<file path="src/rtl/pprx_pkg.sv">
package pprx_pkg;

  typedef enum logic [1:0] {
    EOP_NONE   = 2'd0,
    EOP_ACCEPT = 2'd1,
    EOP_DROP   = 2'd2
  } eop_e;

  // Reject beats accept when both strobes arrive together.
  function automatic eop_e decode_eop(input logic ok, input logic err);
    if (err)     return EOP_DROP;
    else if (ok) return EOP_ACCEPT;
    else         return EOP_NONE;
  endfunction

  // Storage address of a byte: slot 1 sits above slot 0.
  function automatic int unsigned slot_base(input logic half, input int unsigned depth);
    return half ? depth : 0;
  endfunction

endpackage

</file>
<file path="src/rtl/pprx_fill_ctl.sv">
module pprx_fill_ctl
  import pprx_pkg::*;
#(
  parameter int PKT_BYTES = 64,
  parameter int CNT_W     = $clog2(PKT_BYTES + 1)
) (
  input  logic             clk,
  input  logic             rst_n,
  input  logic             clr,
  input  logic             wr_valid,
  input  logic             pkt_ok,
  input  logic             pkt_err,
  input  logic             blocked,
  output logic             wr_half,
  output logic [CNT_W-1:0] wr_ptr,
  output logic             store_en,
  output logic             commit_evt,
  output logic [CNT_W-1:0] commit_len
);

  localparam logic [CNT_W-1:0] LIMIT = CNT_W'(PKT_BYTES);

  eop_e eop;

  always_comb begin
    eop        = decode_eop(pkt_ok, pkt_err);
    store_en   = wr_valid && !blocked && !clr && (eop == EOP_NONE) && (wr_ptr < LIMIT);
    commit_evt = (eop == EOP_ACCEPT) && !blocked && !clr;
    commit_len = wr_ptr;
  end

  always_ff @(posedge clk or negedge rst_n) begin
    if (!rst_n) begin
      wr_ptr  <= '0;
      wr_half <= 1'b0;
    end else if (clr) begin
      wr_ptr  <= '0;
      wr_half <= 1'b0;
    end else if (eop == EOP_DROP) begin
      wr_ptr  <= '0;
    end else if (commit_evt) begin
      wr_ptr  <= '0;
      wr_half <= ~wr_half;
    end else if (store_en) begin
      wr_ptr  <= wr_ptr + 1'b1;
    end
  end


  fill_bound_chk: assert property (@(posedge clk) disable iff (!rst_n)
    wr_ptr <= LIMIT);


  nak_freeze_chk: assert property (@(posedge clk) disable iff (!rst_n)
    (blocked && !clr) |=> ($stable(wr_ptr) && $stable(wr_half)));


  drop_rewind_chk: assert property (@(posedge clk) disable iff (!rst_n)
    (pkt_err && !clr) |=> (wr_ptr == '0 && $stable(wr_half)));

endmodule

</file>
<file path="src/rtl/pprx_drain_ctl.sv">
module pprx_drain_ctl #(
  parameter int PKT_BYTES = 64,
  parameter int CNT_W     = $clog2(PKT_BYTES + 1)
) (
  input  logic             clk,
  input  logic             rst_n,
  input  logic             clr,
  input  logic             rd_en,
  input  logic             rd_done,
  input  logic             cur_full,
  input  logic [CNT_W-1:0] cur_len,
  output logic             rd_half,
  output logic [CNT_W-1:0] rd_ptr,
  output logic             fetch_en,
  output logic             release_evt,
  output logic             bytes_left
);

  always_comb begin
    bytes_left  = cur_full && (rd_ptr < cur_len);
    fetch_en    = rd_en && bytes_left && !clr;
    release_evt = rd_done && cur_full && !clr;
  end

  always_ff @(posedge clk or negedge rst_n) begin
    if (!rst_n) begin
      rd_ptr  <= '0;
      rd_half <= 1'b0;
    end else if (clr) begin
      rd_ptr  <= '0;
      rd_half <= 1'b0;
    end else if (release_evt) begin
      rd_ptr  <= '0;
      rd_half <= ~rd_half;
    end else if (fetch_en) begin
      rd_ptr  <= rd_ptr + 1'b1;
    end
  end


  read_in_range_chk: assert property (@(posedge clk) disable iff (!rst_n)
    cur_full ? (rd_ptr <= cur_len) : (rd_ptr == '0));


  release_ignored_chk: assert property (@(posedge clk) disable iff (!rst_n)
    (rd_done && !cur_full && !clr) |=> $stable(rd_half));

endmodule

</file>
<file path="src/rtl/pprx_store.sv">
module pprx_store
  import pprx_pkg::*;
#(
  parameter int PKT_BYTES = 64,
  parameter int DATA_W    = 8,
  parameter int CNT_W     = $clog2(PKT_BYTES + 1)
) (
  input  logic              clk,
  input  logic              rst_n,
  input  logic              clr,
  input  logic              we,
  input  logic              w_half,
  input  logic [CNT_W-1:0]  w_idx,
  input  logic [DATA_W-1:0] w_data,
  input  logic              re,
  input  logic              r_half,
  input  logic [CNT_W-1:0]  r_idx,
  output logic [DATA_W-1:0] r_data
);

  localparam int DEPTH  = 2 * PKT_BYTES;
  localparam int ADDR_W = $clog2(DEPTH);

  logic [DATA_W-1:0] mem [DEPTH];
  logic [ADDR_W-1:0] w_addr, r_addr;

  always_comb begin
    w_addr = ADDR_W'(slot_base(w_half, PKT_BYTES) + int'(w_idx));
    r_addr = ADDR_W'(slot_base(r_half, PKT_BYTES) + int'(r_idx));
  end

  always_ff @(posedge clk) begin
    if (we) mem[w_addr] <= w_data;
  end

  always_ff @(posedge clk or negedge rst_n) begin
    if (!rst_n)   r_data <= '0;
    else if (clr) r_data <= '0;
    else if (re)  r_data <= mem[r_addr];
  end


  rd_hold_chk: assert property (@(posedge clk) disable iff (!rst_n)
    (!re && !clr) |=> $stable(r_data));

endmodule

</file>
<file path="src/rtl/pp_rx_buffer.sv">
module pp_rx_buffer #(
  parameter int PKT_BYTES = 64,
  parameter int DATA_W    = 8,
  parameter int CNT_W     = $clog2(PKT_BYTES + 1)
) (
  input  logic              clk,
  input  logic              rst_n,
  input  logic              clr,
  input  logic              wr_valid,
  input  logic [DATA_W-1:0] wr_data,
  input  logic              pkt_ok,
  input  logic              pkt_err,
  output logic              nak,
  input  logic              rd_en,
  input  logic              rd_done,
  output logic [DATA_W-1:0] rd_data,
  output logic              pkt_ready,
  output logic [CNT_W-1:0]  rx_count,
  output logic              dma_req
);

  localparam logic [CNT_W-1:0] LIMIT = CNT_W'(PKT_BYTES);

  logic [1:0]       slot_full;
  logic [CNT_W-1:0] slot_len [2];

  logic             wr_half, rd_half;
  logic [CNT_W-1:0] wr_ptr, rd_ptr, commit_len;
  logic             store_en, commit_evt, fetch_en, release_evt, bytes_left;

  assign nak       = slot_full[wr_half];
  assign pkt_ready = slot_full[rd_half];
  assign rx_count  = pkt_ready ? slot_len[rd_half] : '0;
  assign dma_req   = bytes_left;

  pprx_fill_ctl #(.PKT_BYTES(PKT_BYTES), .CNT_W(CNT_W)) u_fill (
    .clk        (clk),
    .rst_n      (rst_n),
    .clr        (clr),
    .wr_valid   (wr_valid),
    .pkt_ok     (pkt_ok),
    .pkt_err    (pkt_err),
    .blocked    (nak),
    .wr_half    (wr_half),
    .wr_ptr     (wr_ptr),
    .store_en   (store_en),
    .commit_evt (commit_evt),
    .commit_len (commit_len)
  );

  pprx_drain_ctl #(.PKT_BYTES(PKT_BYTES), .CNT_W(CNT_W)) u_drain (
    .clk         (clk),
    .rst_n       (rst_n),
    .clr         (clr),
    .rd_en       (rd_en),
    .rd_done     (rd_done),
    .cur_full    (pkt_ready),
    .cur_len     (slot_len[rd_half]),
    .rd_half     (rd_half),
    .rd_ptr      (rd_ptr),
    .fetch_en    (fetch_en),
    .release_evt (release_evt),
    .bytes_left  (bytes_left)
  );

  pprx_store #(.PKT_BYTES(PKT_BYTES), .DATA_W(DATA_W), .CNT_W(CNT_W)) u_store (
    .clk    (clk),
    .rst_n  (rst_n),
    .clr    (clr),
    .we     (store_en),
    .w_half (wr_half),
    .w_idx  (wr_ptr),
    .w_data (wr_data),
    .re     (fetch_en),
    .r_half (rd_half),
    .r_idx  (rd_ptr),
    .r_data (rd_data)
  );

  // Slot occupancy: set on accept into the write slot, cleared on release of the read slot.
  always_ff @(posedge clk or negedge rst_n) begin
    if (!rst_n) begin
      slot_full   <= '0;
      slot_len[0] <= '0;
      slot_len[1] <= '0;
    end else if (clr) begin
      slot_full   <= '0;
      slot_len[0] <= '0;
      slot_len[1] <= '0;
    end else begin
      if (release_evt) slot_full[rd_half] <= 1'b0;
      if (commit_evt) begin
        slot_full[wr_half] <= 1'b1;
        slot_len[wr_half]  <= commit_len;
      end
    end
  end


  ready_source_chk: assert property (@(posedge clk) disable iff (!rst_n)
    $rose(pkt_ready) |-> $past(commit_evt));


  ready_drop_chk: assert property (@(posedge clk) disable iff (!rst_n)
    $fell(pkt_ready) |-> $past(release_evt || clr));


  dma_needs_data_chk: assert property (@(posedge clk) disable iff (!rst_n)
    dma_req |-> (pkt_ready && rx_count != '0));


  both_full_chk: assert property (@(posedge clk) disable iff (!rst_n)
    nak |-> (slot_full == 2'b11 && wr_half == rd_half));


  count_cap_chk: assert property (@(posedge clk) disable iff (!rst_n)
    rx_count <= LIMIT);


  clear_empty_chk: assert property (@(posedge clk) disable iff (!rst_n)
    clr |=> (!pkt_ready && !nak && rd_data == '0));

endmodule

</file>
<file path="config.mk">
export PLATFORM = sky130hd
export DESIGN_NAME = pp_rx_buffer
export DESIGN_NICKNAME = d
export VERILOG_FILES = /design/src/rtl/pprx_pkg.sv /design/src/rtl/pprx_fill_ctl.sv /design/src/rtl/pprx_drain_ctl.sv /design/src/rtl/pprx_store.sv /design/src/rtl/pp_rx_buffer.sv
export SDC_FILE = /design/constraint.sdc
export NUM_CORES = 1
export LEC_CHECK = 0
export BUFFER_PORTS_ARGS = -buffer_cell sky130_fd_sc_hd__buf_2
export CORE_MARGIN = 1.5
export CORE_UTILIZATION = 41
export CTS_BUF_LIST = sky130_fd_sc_hd__clkbuf_2
export CTS_CLUSTER_SIZE = 10
export DETAILED_ROUTE_END_ITERATION = 8
export PLACE_DENSITY = 0.65
export SLEW_MARGIN = 20
export SYNTH_ARGS = -nofsm -noshare
export SYNTH_HDL_FRONTEND = slang
export SYNTH_SLANG_ARGS = --single-unit
</file>
<file path="constraint.sdc">
create_clock -name clk -period 3.1 [get_ports clk]
set_input_delay 0.465 -clock clk [delete_from_list [all_inputs] [get_ports clk]]
set_output_delay 0.465 -clock clk [all_outputs]
set_load 0.01 [all_outputs]
</file>
==> results.toml, run 1 <==
[layout]
n_fill_cell = 8524
register_area_mm2 = 0.0318
multiInputGateArea_mm2 = 0.00962
area_growth_pct = 16.2
nNetsFinal = 2650
instances_no_fill = 4176
drive_gt1_share_pct = 35.9

[detailed_routing]
drt_iter0_markers = 2670
vias = 23244
drt-wirelength-per-cell_um = 25.3
viasPerCell = 5.57
postRouteAntennaNets = 0
drt_wl_total_um = 106000
drc = 0
first_pass_iters = 6

[synthesis]
synth_area_leaders = "edfxtp_1 (73%), mux4_2 (12%), dfrtp_1 (2.4%)"
synth_cells = 2096
syn_area_per_cell_um2 = 20.0
ys.flop_type = "edfxtp_1"
synthTopCellsByCount = "edfxtp_1 (1024), mux4_2 (232), nor2_1 (185), mux2i_1 (97), nand2_1 (63)"
ys_seq_area_share_pct = 75.8
synth.largest_area_cell = "edfxtp_1"
synth_edf_count = 1024
ys_ff_latch = 1064
syn_area_mm2 = 0.0419
synth_warnings = 0
async_reset_ff_share_pct = 3.76
ys_types = 68
yosysMostFrequentCell = "edfxtp_1"
synth_nets = 2122
synth_top_area_share_pct = 73.4

[setup_path]
rr_worst_depth = 9
start_kind = "flip-flop"
crit_path_end_kind = "output pin"
crit_path_end = "dma_req"
startpoint = "u_drain.rd_half"
rr_endpoint = "u_store.r_data[4]"
r2r_start = "u_drain.rd_ptr[1]"
r2r_slack_ps = 90
path_max_fanout = 5
cp_data_required_time_ps = 2630
critPathArrivalTime_ps = 3270
crit_type = "reg -> out"

[cts]
clk_latency_ps = 1470
cts-root-buf = "clkbuf_2"
clk_pin_slew_ps = 90
cts_tree = "done"
cts_made_buffers = 280
cts.htree.levels = 5
clockBufferDepth = 4
clock_sinks = 1064

[timing]
tns_ps = -2400
rsz0062_at_grt = "yes"
tightestPinTransition_ps = 1060
setup_slack_ps = -639
hold_violations = 0
final-setup-viol-count = 9
max-slew-margin-rel_pct = 29.0
finClkSkew_ps = 145
max_freq_mhz = 267
post-route-period-util_pct = 121
layout_min_cycle_time_ps = 3740
finalMaxSlewViolations = 0

[place]
place_congestion = 0.879
hpwlAfterDp_um = 64200
io_buffers = 33
dp.cells = 3657

[global_route]
grt_pass1_vias = 24108
grt_busiest_layer = "met2"
grt_util_met3_pct = 5.32
grt_util_met1_pct = 28.0
grt-ovfl-total = 0
antenna_found_initial = 8
grt_max_degree = 97
grtUsageMet2_pct = 32.3
grt_first_pass_wirelength_um = 155000
grt_usage_pct = 20.5

[die]
floorplan.initialDensity_pct = 41.3
io_pins = 34
row_count = 117
fp.dieH_um = 323
coreArea_mm2 = 0.102
die_width_um = 323
fp.dieArea_mm2 = 0.104

[pwr]
peakVddDrop_uv = 299
leakagePower_nw = 15.9
cellPowerDensity_mw_per_mm2 = 519

[hold_path]
hold_class = "in -> reg"

[outcome]
status = "finished with violations"
violations = "setup timing"

[run]
max-cap-violations = 0
layout by cell type, fill, tap and decap left out, types with 6 or more instances in the layout:
cell type,n
a21oi_1,35
a22oi_1,23
nand4_1,7
buf_12,31
a221oi_1,7
nand2b_1,8
dfrtp_1,33
nor2b_1,11
and2_1,6
nor2_2,6
o22ai_1,8
o221ai_1,16
clkinv_1,57
buf_6,6
inv_1,10
buf_4,270
a32oi_1,8
nand3_1,13
inv_2,7
or3_1,9
dlygate4sd3_1,34
edfxtp_1,1024
clkbuf_2,390
a22o_1,20
mux4_2,232
buf_2,22
mux2i_1,88
mux2i_4,7
nand2_1,63
o21ai_0,36
ha_1,8
a211oi_1,12
nor2_1,178
per-layer routing:
layer  vias to the layer above  routed length [um]
met1                     12107               43600
met4                         2                2160
met3                       155                9170
li1                       9867                   -
met2                      1113               50600
met5                         -                  10
logic make-up after synthesis:
group	after synthesis	share of synthesized area, %
multiplexers	329	14.8
XOR/XNOR	6	0.125
buffers and inverters	133	1.68
flip-flops	1064	75.8
AO/OA/AOI/OAI	223	3.79
AND/OR/NAND/NOR	331	3.57
adder cells (fa/ha/maj)	10	0.299
what timing repair did:
action | CTS | global route
endpoints found under the hold margin | 1111 | 0
hold buffers | 35 | 0
setup endpoints to repair | 10 | 16
cloned | 0 | 1
setup buffers | 8 | 9
gates resized for setup | 24 | 23
pin swaps | 4 | 6
metrics by stage:
stage	instance area [um^2]	utilization (%)	setup WS, ps	hold WS (ps)	total power [mW]
after CTS	48500	47.7	-818	10.1	25.5
after floorplan	41900	-	256	169	16.1
after global routing	48700	47.9	-820	27.4	26.3
final	48700	47.9	-639	155	25.3
after global placement	45700	44.9	142	491	16.4
after detailed placement	45700	44.9	86.7	503	16.5
state kept, by name, summed over array words and instances, names as in the netlist:
signal             cells
u_store.r_data         8
u_fill.wr_half         1
u_drain.rd_ptr         7
slot_full              2
slot_len              14
u_drain.rd_half        1
u_fill.commit_len      7
u_store.mem         1024
layout make-up:
class	count	area share (%)
flip-flops and latches	1064	65.2
multi-input cells	899	19.8
repair buffers	367	6.67
clock buffers	390	4.01
well taps	1368	3.51
clock inverters	71	0.727
inverters	12	0.0976
diodes	5	0.0257
worst max-delay path, stage by stage (launching register included):
cell,delay (ps)
dfrtp_2,410
buf_4,210
mux2i_4,310
ha_1,290
and4_1,230
o21a_4,140
nor2_4,80
buf_6,120
power by group:
part	internal, mW	switching [mW]
combinational	0.115	0.362
clock	3.60	5.45
sequential	15.7	0.00722
total	19.4	5.81
worst min-delay path by stage:
stage / startpoint / to / slack [ps] / cells after the start
detailed placement: u_store.r_data[4] / u_store.r_data[4] / 500 / 1
finish: wr_data[7] / u_store.mem[94][7] / 150 / 2
floorplan: rst_n / slot_full[0] / 170 / 0
global placement: u_store.r_data[2] / u_store.r_data[2] / 490 / 1
CTS: wr_data[1] / u_store.mem[32][1] / 10 / 2
global route: wr_data[3] / u_store.mem[89][3] / 30 / 2
(Power assumes the default switching activity.)
==> run 2, diff against run 1 <==
- CORE_UTILIZATION: 41 -> 26
- PLACE_DENSITY: 0.65 -> 0.49
==> run 2 against run 1 <==
Effect of this change:
- the flow still finishes with violations (setup timing)
- largest cell class unchanged
- hold slack better by 92 ps
- critical path depth is 1 higher
- first-iteration DRC count is 27% lower
- clock power is 4.1% higher
- register-to-register slack hardly changed
- sequential cell count stayed put
- largest power group unchanged
- combinational power is 11% higher
- utilization is 17 points lower
- critical path type unchanged
==> results.toml, run 2 (synthesis results as in run 1) <==
[outcome]
status = "finished with violations"
violations = "setup timing"

[place]
io_buffers = 33
hpwlAfterDp_um = 72300
place_congestion = 0.809
placed_cell_area_mm2 = 0.0466
pre_cts_slack_ps = -164

[timing]
post-route-period-util_pct = 118
layout_min_cycle_time_ps = 3670
finClkSkew_ps = 156
finalMaxSlewViolations = 0
max_freq_mhz = 273
final-setup-viol-count = 9
setup_slack_ps = -567
hold_violations = 0
rsz0062_at_grt = "yes"
max-slew-margin-rel_pct = 35.1
tightestPinTransition_ps = 974

[setup_path]
cpPeakStageDelay_ps = 430
path_buf_inv = 2
cp_data_required_time_ps = 2630
crit_slowest_cell = "dfrtp_2"
critPathMostFrequentCell = "o21a_1"
crit_type = "reg -> out"
path_max_fanout = 5
start_kind = "flip-flop"
crit_family = "compound AO/OA/AOI/OAI gates"
critPathArrivalTime_ps = 3200
crit_path_end_kind = "output pin"
timing.critical_path.cells = "buf_12 > mux2i_4 > ha_1 > o21a_1 > o21a_1 > o21a_4 > nor2_4 > buf_6"

[pwr]
switching_share_pct = 23.4
leakagePower_nw = 16.0
combinationalPowerShare_pct = 2.1
power_frac_seq_pct = 61.3
internal-power_mw = 19.7
peakVddDrop_uv = 262
cellPowerDensity_mw_per_mm2 = 514
switching_power_mw = 6.02
pwr-share-clk_pct = 36.7

[cts]
clockBufferDepth = 4
cts.htree.levels = 5
clk_latency_ps = 1450
cts-root-buf = "clkbuf_2"
cts_made_buffers = 293
cts_tree = "done"
clk_pin_slew_ps = 100
clock_sinks = 1064

[layout]
nNetsFinal = 2670
drive_gt1_share_pct = 36.3
final_common_cell = "edfxtp_1"
area_growth_pct = 19.3
regMostFlops = "u_store.mem"
final_area_mm2 = 0.0500
largest_reg_flops = 1024
reg_top3 = "u_store.mem x1024, slot_len x14, u_store.r_data x8"
layout_common_cells = "edfxtp_1 (1024), clkbuf_2 (401), buf_4 (268)"

[detailed_routing]
postRouteAntennaNets = 0
drt_iter0_markers = 1949
drt_wl_total_um = 115000
vias = 23018
viasPerCell = 4.61
drt-wirelength-per-cell_um = 23.0
first_pass_iters = 5
drc = 0

[global_route]
grt_first_pass_wirelength_um = 167000
grt-ovfl-total = 0
grt_max_degree = 109
grt_pass1_vias = 24490
grt_usage_pct = 13.9
antenna_found_initial = 3

[run]
max-cap-violations = 0

[hold_path]
hold_class = "in -> reg"

[die]
fp.dieH_um = 405
fp.dieArea_mm2 = 0.164
floorplan.initialDensity_pct = 26.1
io_pins = 34
coreArea_mm2 = 0.160
die_width_um = 405
row_count = 147
[run 2: cell types whose count changed in the layout (fill, tap and decap cells not counted), sizes merged]
cell         delta
dlygate4sd3     +7
bufinv          +1
diode           -1
buf             -1
clkbuf         +12
inv             +1
clkinv          +6
[run 2: final timing paths]
kind	cells after the start	start	end	slack [ps]
worst max-delay path	8	u_drain.rd_half	dma_req	-570
worst min-delay path	8	pkt_ok	u_fill.commit_len[4]	250
worst max register to register	7	u_drain.rd_ptr[2]	u_store.r_data[0]	90
worst min register to register	2	slot_len[2]	slot_len[2]	530
max in group asynchronous	5	rst_n	u_drain.rd_ptr[1]	2070
min in group asynchronous	5	rst_n	u_store.r_data[6]	710
[run 2: worst min-delay path: stages]
cell	delay (ps)
dlygate4sd3_1	540
buf_2	180
nor4_2	70
nand4_1	90
nor2_1	50
nand2_1	70
xor2_1	70
nor2_1	80
[run 2: final cells by class]
cell class / count / area, um^2
Inverter: 12 / 50.0
Timing Repair Buffer: 374 / 3410
Sequential cell: 1064 / 31800
Fill cell: 15769 / 110000
Clock inverter: 79 / 418
Antenna cell: 4 / 10.0
Tap cell: 2160 / 2700
Clock buffer: 401 / 2010
Multi-Input combinational cell: 899 / 9640
[run 2: layer usage]
metal | up-vias | share of wire [%] | GRT usage, %
met5 | - | 0 | 0
met4 | 0 | 2.2 | 5.05
met3 | 185 | 5.5 | 2.90
met2 | 771 | 49 | 22.4
met1 | 12139 | 44 | 18.6
li1 | 9923 | - | -
[run 2: repair_timing]
item / CTS / global route
pin swaps: 6 / 10
setup endpoints to repair: 13 / 35
gates resized for setup: 40 / 28
buffers inserted: 9 / 11
hold buffers: 45 / 0
cloned: 0 / 2
endpoints found under the hold margin: 1389 / 0
[run 2: power by group through the flow]
stage	Clock, mW	Combinational [mW]	Sequential (mW)
final	9.42	0.529	15.7
after global routing	10.5	0.567	15.7
after CTS	9.79	0.525	15.7
after detailed placement	0	0.444	16.1
after global placement	0	0.422	16.1
after floorplan	0	0.0673	16.1
[run 2: stage by stage]
stage               TNS (ps)  power, mW  util, %  hold slack, ps  std cells
global route           -3970       26.8     31.2            95.2       4993
floorplan                  0       16.1        -             169       2096
CTS                    -4190       26.0     31.0            9.94       4977
detailed placement      -178       16.5     29.0             519       4444
global placement        -260       16.5     29.0             513       4444
finish                 -1770       25.7     31.2             247       4993
